### config.mk
export PLATFORM = sky130hd
export DESIGN_NAME = smb_cfg_slave
export DESIGN_NICKNAME = d
export VERILOG_FILES = /design/src/rtl/smb_cfg_slave.sv
export SDC_FILE = /design/constraint.sdc
export NUM_CORES = 1
export LEC_CHECK = 0
export BUFFER_PORTS_ARGS = -buffer_cell sky130_fd_sc_hd__buf_2
export CAP_MARGIN = 20
export CORE_MARGIN = 2
export CORE_UTILIZATION = 45
export CTS_BUF_LIST = sky130_fd_sc_hd__clkbuf_4 sky130_fd_sc_hd__clkbuf_8 sky130_fd_sc_hd__clkbuf_16
export CTS_CLUSTER_DIAMETER = 200
export DETAILED_ROUTE_END_ITERATION = 16
export PLACE_DENSITY = 0.75
export SLEW_MARGIN = 30
export SYNTH_ARGS = -nofsm -noshare
export SYNTH_HDL_FRONTEND = slang
export SYNTH_SLANG_ARGS = --single-unit
### constraint.sdc
create_clock -name clk -period 7.5 [get_ports clk]
set_input_delay 1.5 -clock clk [delete_from_list [all_inputs] [get_ports clk]]
set_output_delay 1.5 -clock clk [all_outputs]
set_load 0.005 [all_outputs]
### src/rtl/smb_cfg_slave.sv
module smb_cfg_slave #(
  parameter logic [6:0] ADDR7  = 7'h6E,
  parameter int         NREG   = 6,
  parameter int         ID_IDX = 4,
  parameter logic [7:0] ID_VAL = 8'h08
) (
  input  logic              clk,
  input  logic              rst_n,
  input  logic              scl_i,
  input  logic              sda_i,
  output logic              sda_oe,
  output logic [8*NREG-1:0] reg_flat
);
  localparam logic [6:0] NREG7 = 7'(NREG);
  localparam logic [6:0] ID7   = 7'(ID_IDX);
  localparam logic [7:0] CNT8  = 8'(NREG);

  typedef enum logic [2:0] {IDLE, ADDR, CMD, WR, RD} st_t;

  logic [2:0] scl_sy, sda_sy;
  always_ff @(posedge clk or negedge rst_n)
    if (!rst_n) begin
      scl_sy <= '1;
      sda_sy <= '1;
    end else begin
      scl_sy <= {scl_sy[1:0], scl_i};
      sda_sy <= {sda_sy[1:0], sda_i};
    end

  wire scl_s    = scl_sy[1];
  wire sda_s    = sda_sy[1];
  wire scl_rise = scl_s & ~scl_sy[2];
  wire scl_fall = ~scl_s & scl_sy[2];
  wire start_c  = scl_s & scl_sy[2] & sda_sy[2] & ~sda_s;
  wire stop_c   = scl_s & scl_sy[2] & ~sda_sy[2] & sda_s;

  st_t        state;
  logic [3:0] bitcnt;
  logic [7:0] shreg, txsh;
  logic [6:0] ptr;
  logic       cnt_pend, first_rd, sda_low;
  logic [7:0] regs [NREG];

  wire        in_bank = ptr < NREG7;
  wire [7:0]  rd_byte = !in_bank ? 8'h00 : (ptr == ID7) ? ID_VAL : regs[ptr[$clog2(NREG)-1:0]];
  wire [7:0]  tx_next = first_rd ? CNT8 : rd_byte;
  wire        wr_en   = scl_fall && !start_c && !stop_c && bitcnt == 4'd8 && state == WR &&
                        !cnt_pend && in_bank && ptr != ID7;

  function automatic logic [7:0] def_val(int i);
    if (i == 0)      return 8'h07;
    if (i == 1)      return 8'hFF;
    if (i == ID_IDX) return ID_VAL;
    return 8'h00;
  endfunction

  always_ff @(posedge clk or negedge rst_n)
    if (!rst_n) begin
      for (int i = 0; i < NREG; i++) regs[i] <= def_val(i);
    end else if (wr_en) begin
      regs[ptr[$clog2(NREG)-1:0]] <= shreg;
    end

  for (genvar g = 0; g < NREG; g++) begin : g_flat
    assign reg_flat[8*g +: 8] = regs[g];
  end

  always_ff @(posedge clk or negedge rst_n)
    if (!rst_n) begin
      state    <= IDLE;
      bitcnt   <= '0;
      shreg    <= '0;
      txsh     <= '0;
      ptr      <= '0;
      cnt_pend <= 1'b0;
      first_rd <= 1'b0;
      sda_low  <= 1'b0;
    end else if (start_c) begin
      state   <= ADDR;
      bitcnt  <= '0;
      sda_low <= 1'b0;
    end else if (stop_c) begin
      state   <= IDLE;
      bitcnt  <= '0;
      sda_low <= 1'b0;
    end else if (scl_rise) begin
      if (bitcnt < 4'd8) shreg <= {shreg[6:0], sda_s};
      if (bitcnt == 4'd8 && state == RD && sda_s) state <= IDLE;
      bitcnt <= bitcnt + 4'd1;
    end else if (scl_fall) begin
      if (bitcnt == 4'd8) begin
        case (state)
          ADDR:
            if (shreg[7:1] == ADDR7) begin
              sda_low <= 1'b1;
              state   <= shreg[0] ? RD : CMD;
            end else state <= IDLE;
          CMD: begin
            sda_low  <= 1'b1;
            ptr      <= shreg[7] ? shreg[6:0] : 7'd0;
            cnt_pend <= ~shreg[7];
            first_rd <= ~shreg[7];
            state    <= WR;
          end
          WR: begin
            sda_low <= 1'b1;
            if (cnt_pend) cnt_pend <= 1'b0;
            else          ptr <= ptr + 7'd1;
          end
          default: sda_low <= 1'b0;
        endcase
      end else if (bitcnt == 4'd9) begin
        bitcnt <= '0;
        if (state == RD) begin
          sda_low  <= ~tx_next[7];
          txsh     <= {tx_next[6:0], 1'b0};
          first_rd <= 1'b0;
          if (!first_rd) ptr <= ptr + 7'd1;
        end else sda_low <= 1'b0;
      end else if (state == RD && bitcnt != 4'd0) begin
        sda_low <= ~txsh[7];
        txsh    <= {txsh[6:0], 1'b0};
      end
    end

  assign sda_oe = sda_low;


  addr_quiet_chk: assert property (@(posedge clk) disable iff (!rst_n)
    sda_low |-> state != IDLE);

  stop_release_chk: assert property (@(posedge clk) disable iff (!rst_n)
    stop_c |=> !sda_oe);

  sda_change_chk: assert property (@(posedge clk) disable iff (!rst_n)
    (!scl_fall && !start_c && !stop_c) |=> $stable(sda_oe));

  reg_change_chk: assert property (@(posedge clk) disable iff (!rst_n)
    !scl_fall |=> $stable(reg_flat));

  id_const_chk: assert property (@(posedge clk) disable iff (!rst_n)
    reg_flat[8*ID_IDX +: 8] == ID_VAL);

  wr_range_chk: assert property (@(posedge clk) disable iff (!rst_n)
    wr_en |-> (ptr < NREG7 && ptr != ID7));
endmodule

==> qor.yml <==
async_reset_ff_frac: 1.00
wire_per_inst_um: 18.6
worst_slew_pin_slew_ns: 0.771
fin_crit_sh: 0.430
via_per_inst: 5.87
grt-ovfl-total: 0
antenna_found_initial: 0
peakVddDrop_mv: 0.108
rrSetupSlack_ns: 4.28
cts_tree: "done"
die_h_um: 103
gp_congestion: 0.842
synth_edf_count: 0
ys_ff_latch: 86
top_usage_layer: "met2"
fin_util: 0.512
syn_nets: 403
nets: 440
layout.cells.non_filler: 566
dpl.cell_count: 550
rsz0062_at_grt: "false"
r2r_start: "ptr[0]"
drt_iter0_drc: 190
netlist_top_cells_area: "dfrtp_1 (39%), mux2_2 (18%), dfstp_2 (11%)"
reg2reg_depth: 7
areaGrowthSynthToFinish_pct: 12.5
cts_setup_buffers: 0
port_buffers: 52
ys.flop_type: "dfrtp_1"
synth_area_leader_cell: "dfrtp_1"
row_count: 36
setup-tns-final_ns: 0
synth.most_common_cell: "mux2_2"
clk_pin_slew_ns: 0.11
yosys.area.top_type_share: 0.388
grt_use_met2: 0.331
crit_fanout: 18
r2r-end: "reg_flat[41]"
syn-instance-count: 391
layout-drive-gt1-share: 0.393
use_met3: 0.0468
startpoint_type: "register"
synth_area_per_cell_sq_um: 11.2
ys_types: 55
first_global_vias: 3219
ant_nets: 0
hpwlAfterDp_mm: 7.11
end_kind: "register"
total_leakage_power_nw: 2.33
path_class: "reg -> reg"
drt-pass1-iter-count: 5
cts_hold_buf: 0
num_io_pins: 53
drt-total-wl_mm: 10.5
yosysWarnings: 0
cts_buffers: 9
hold_viol: 0
holdPathStages: 0
vias: 3321
run_status: "complete, no violations"
finalSetupViolCount: 0
critical_path_required_ns: 7.76
syn_area_sq_um: 4390
grt.total_usage: 0.214
cts.repair.resized: 0
die_x_um: 103
arrival_ns: 3.48
min_delay_worst_endpoint: "sda_sy[1]"
cap_violations: 0
clk_latency_ns: 0.37
power_density_nw_per_um2: 196
grt_start_max_net_pins: 87
met1_usage: 0.303
start_util: 0.455
max_freq_ghz: 0.310
cts_htree_levels: 3
route.detailed.drc: 0
coreArea_sq_um: 9640
grt_pass1_wl_mm: 17.1
synth_commonest_cells: "mux2_2 (72), dfrtp_1 (68), nand2_1 (24), nor2_1 (21), clkbuf_1 (19)"
clock-skew-final_ns: 0.0253
period_needed_ns: 3.22
antennaDiodeCount: 0
clock-sinks: 86
maxSlewViolCount: 0
hp-class: "reg -> reg"
clockBufferDepth: 2
die-area_sq_um: 10600
yosysSeqAreaShare: 0.496
slew_headroom: 0.486
hold_path.startpoint: "sda_sy[0]"
cts_root_buf: "clkbuf_8"
[layout make-up]
type | count | area, sq um
Clock buffer | 9 | 124
Clock inverter | 7 | 86.3
Sequential cell | 86 | 2180
Tap cell | 133 | 166
Inverter | 12 | 45.0
Timing Repair Buffer | 53 | 274
Fill cell | 894 | 4700
Multi-Input combinational cell | 266 | 2070
[per-layer routing]
metal / part of all wire / vias up
met5: 0 / -
met4: 0.013 / 0
met3: 0.056 / 15
met2: 0.48 / 114
met1: 0.45 / 1698
li1: - / 1494
[worst max-delay path: stages, from the launching register on]
cell and delay [ns]:
dfrtp_1 0.75, inv_1 0.37, ha_1 0.32, o21a_1 0.22, or4_1 0.40, nor4_1 0.33
nand2_1 0.35, mux2_2 0.37
[report_power, final]
part	total, W	internal [W]	switching (W)
sequential	0.000566	0.000488	0.0000783
clock	0.000335	0.000135	0.000200
combinational	0.0000686	0.0000335	0.0000351
total	0.000970	0.000656	0.000314
[stage by stage]
step	setup WS (ns)	cell area [sq um]	hold WS (ns)	power, W
5_1_grt	4.05	4940	0.370	0.00101
4_1_cts	4.34	4930	0.367	0.000973
6_report	4.28	4940	0.363	0.000970
3_3_place_gp	4.53	4720	0.347	0.000635
2_1_floorplan	4.90	4390	0.345	0.000597
3_5_place_dp	4.35	4720	0.348	0.000641
[cells by family after synthesis]
| logic type | share of synthesized area |
|---|---|
| multiplexers | 0.201 |
| AO/OA/AOI/OAI | 0.125 |
| flip-flops | 0.496 |
| AND/OR/NAND/NOR | 0.116 |
| adder cells (fa/ha/maj) | 0.0228 |
| XOR/XNOR | 0.00599 |
| buffers and inverters | 0.0345 |
[registers in the layout, summed over array words and instances (netlist names)]
signal	cells
scl_sy	3
sda_oe	1
cnt_pend	1
sda_sy	3
reg_flat	48
shreg	8
first_rd	1
bitcnt	4
txsh	7
state	3
ptr	7
[cells in the final DEF, fill, tap and decap left out, drive strengths merged, types with 4 or more instances in the layout]
master / n
mux2: 72
dfrtp: 68
buf: 53
nand2: 26
nor2: 21
dfstp: 18
a21oi: 17
inv: 16
o21ai: 15
a22oi: 11
clkbuf: 9
nand3: 9
ha: 8
a31oi: 7
mux2i: 7
nor3: 6
nand3b: 4
nor2b: 4
o22ai: 4
a221o: 4
[how the worst max path moves through the flow]
stage               slack [ns]           end   start
floorplan                 4.90  reg_flat[40]  ptr[0]
global placement          4.53  reg_flat[34]  ptr[0]
detailed placement        4.35  reg_flat[42]  ptr[0]
CTS                       4.34  reg_flat[41]  ptr[0]
global route              4.05  reg_flat[41]  ptr[0]
finish                    4.28  reg_flat[41]  ptr[0]
Note: power is estimated with default switching activity, not from simulation.
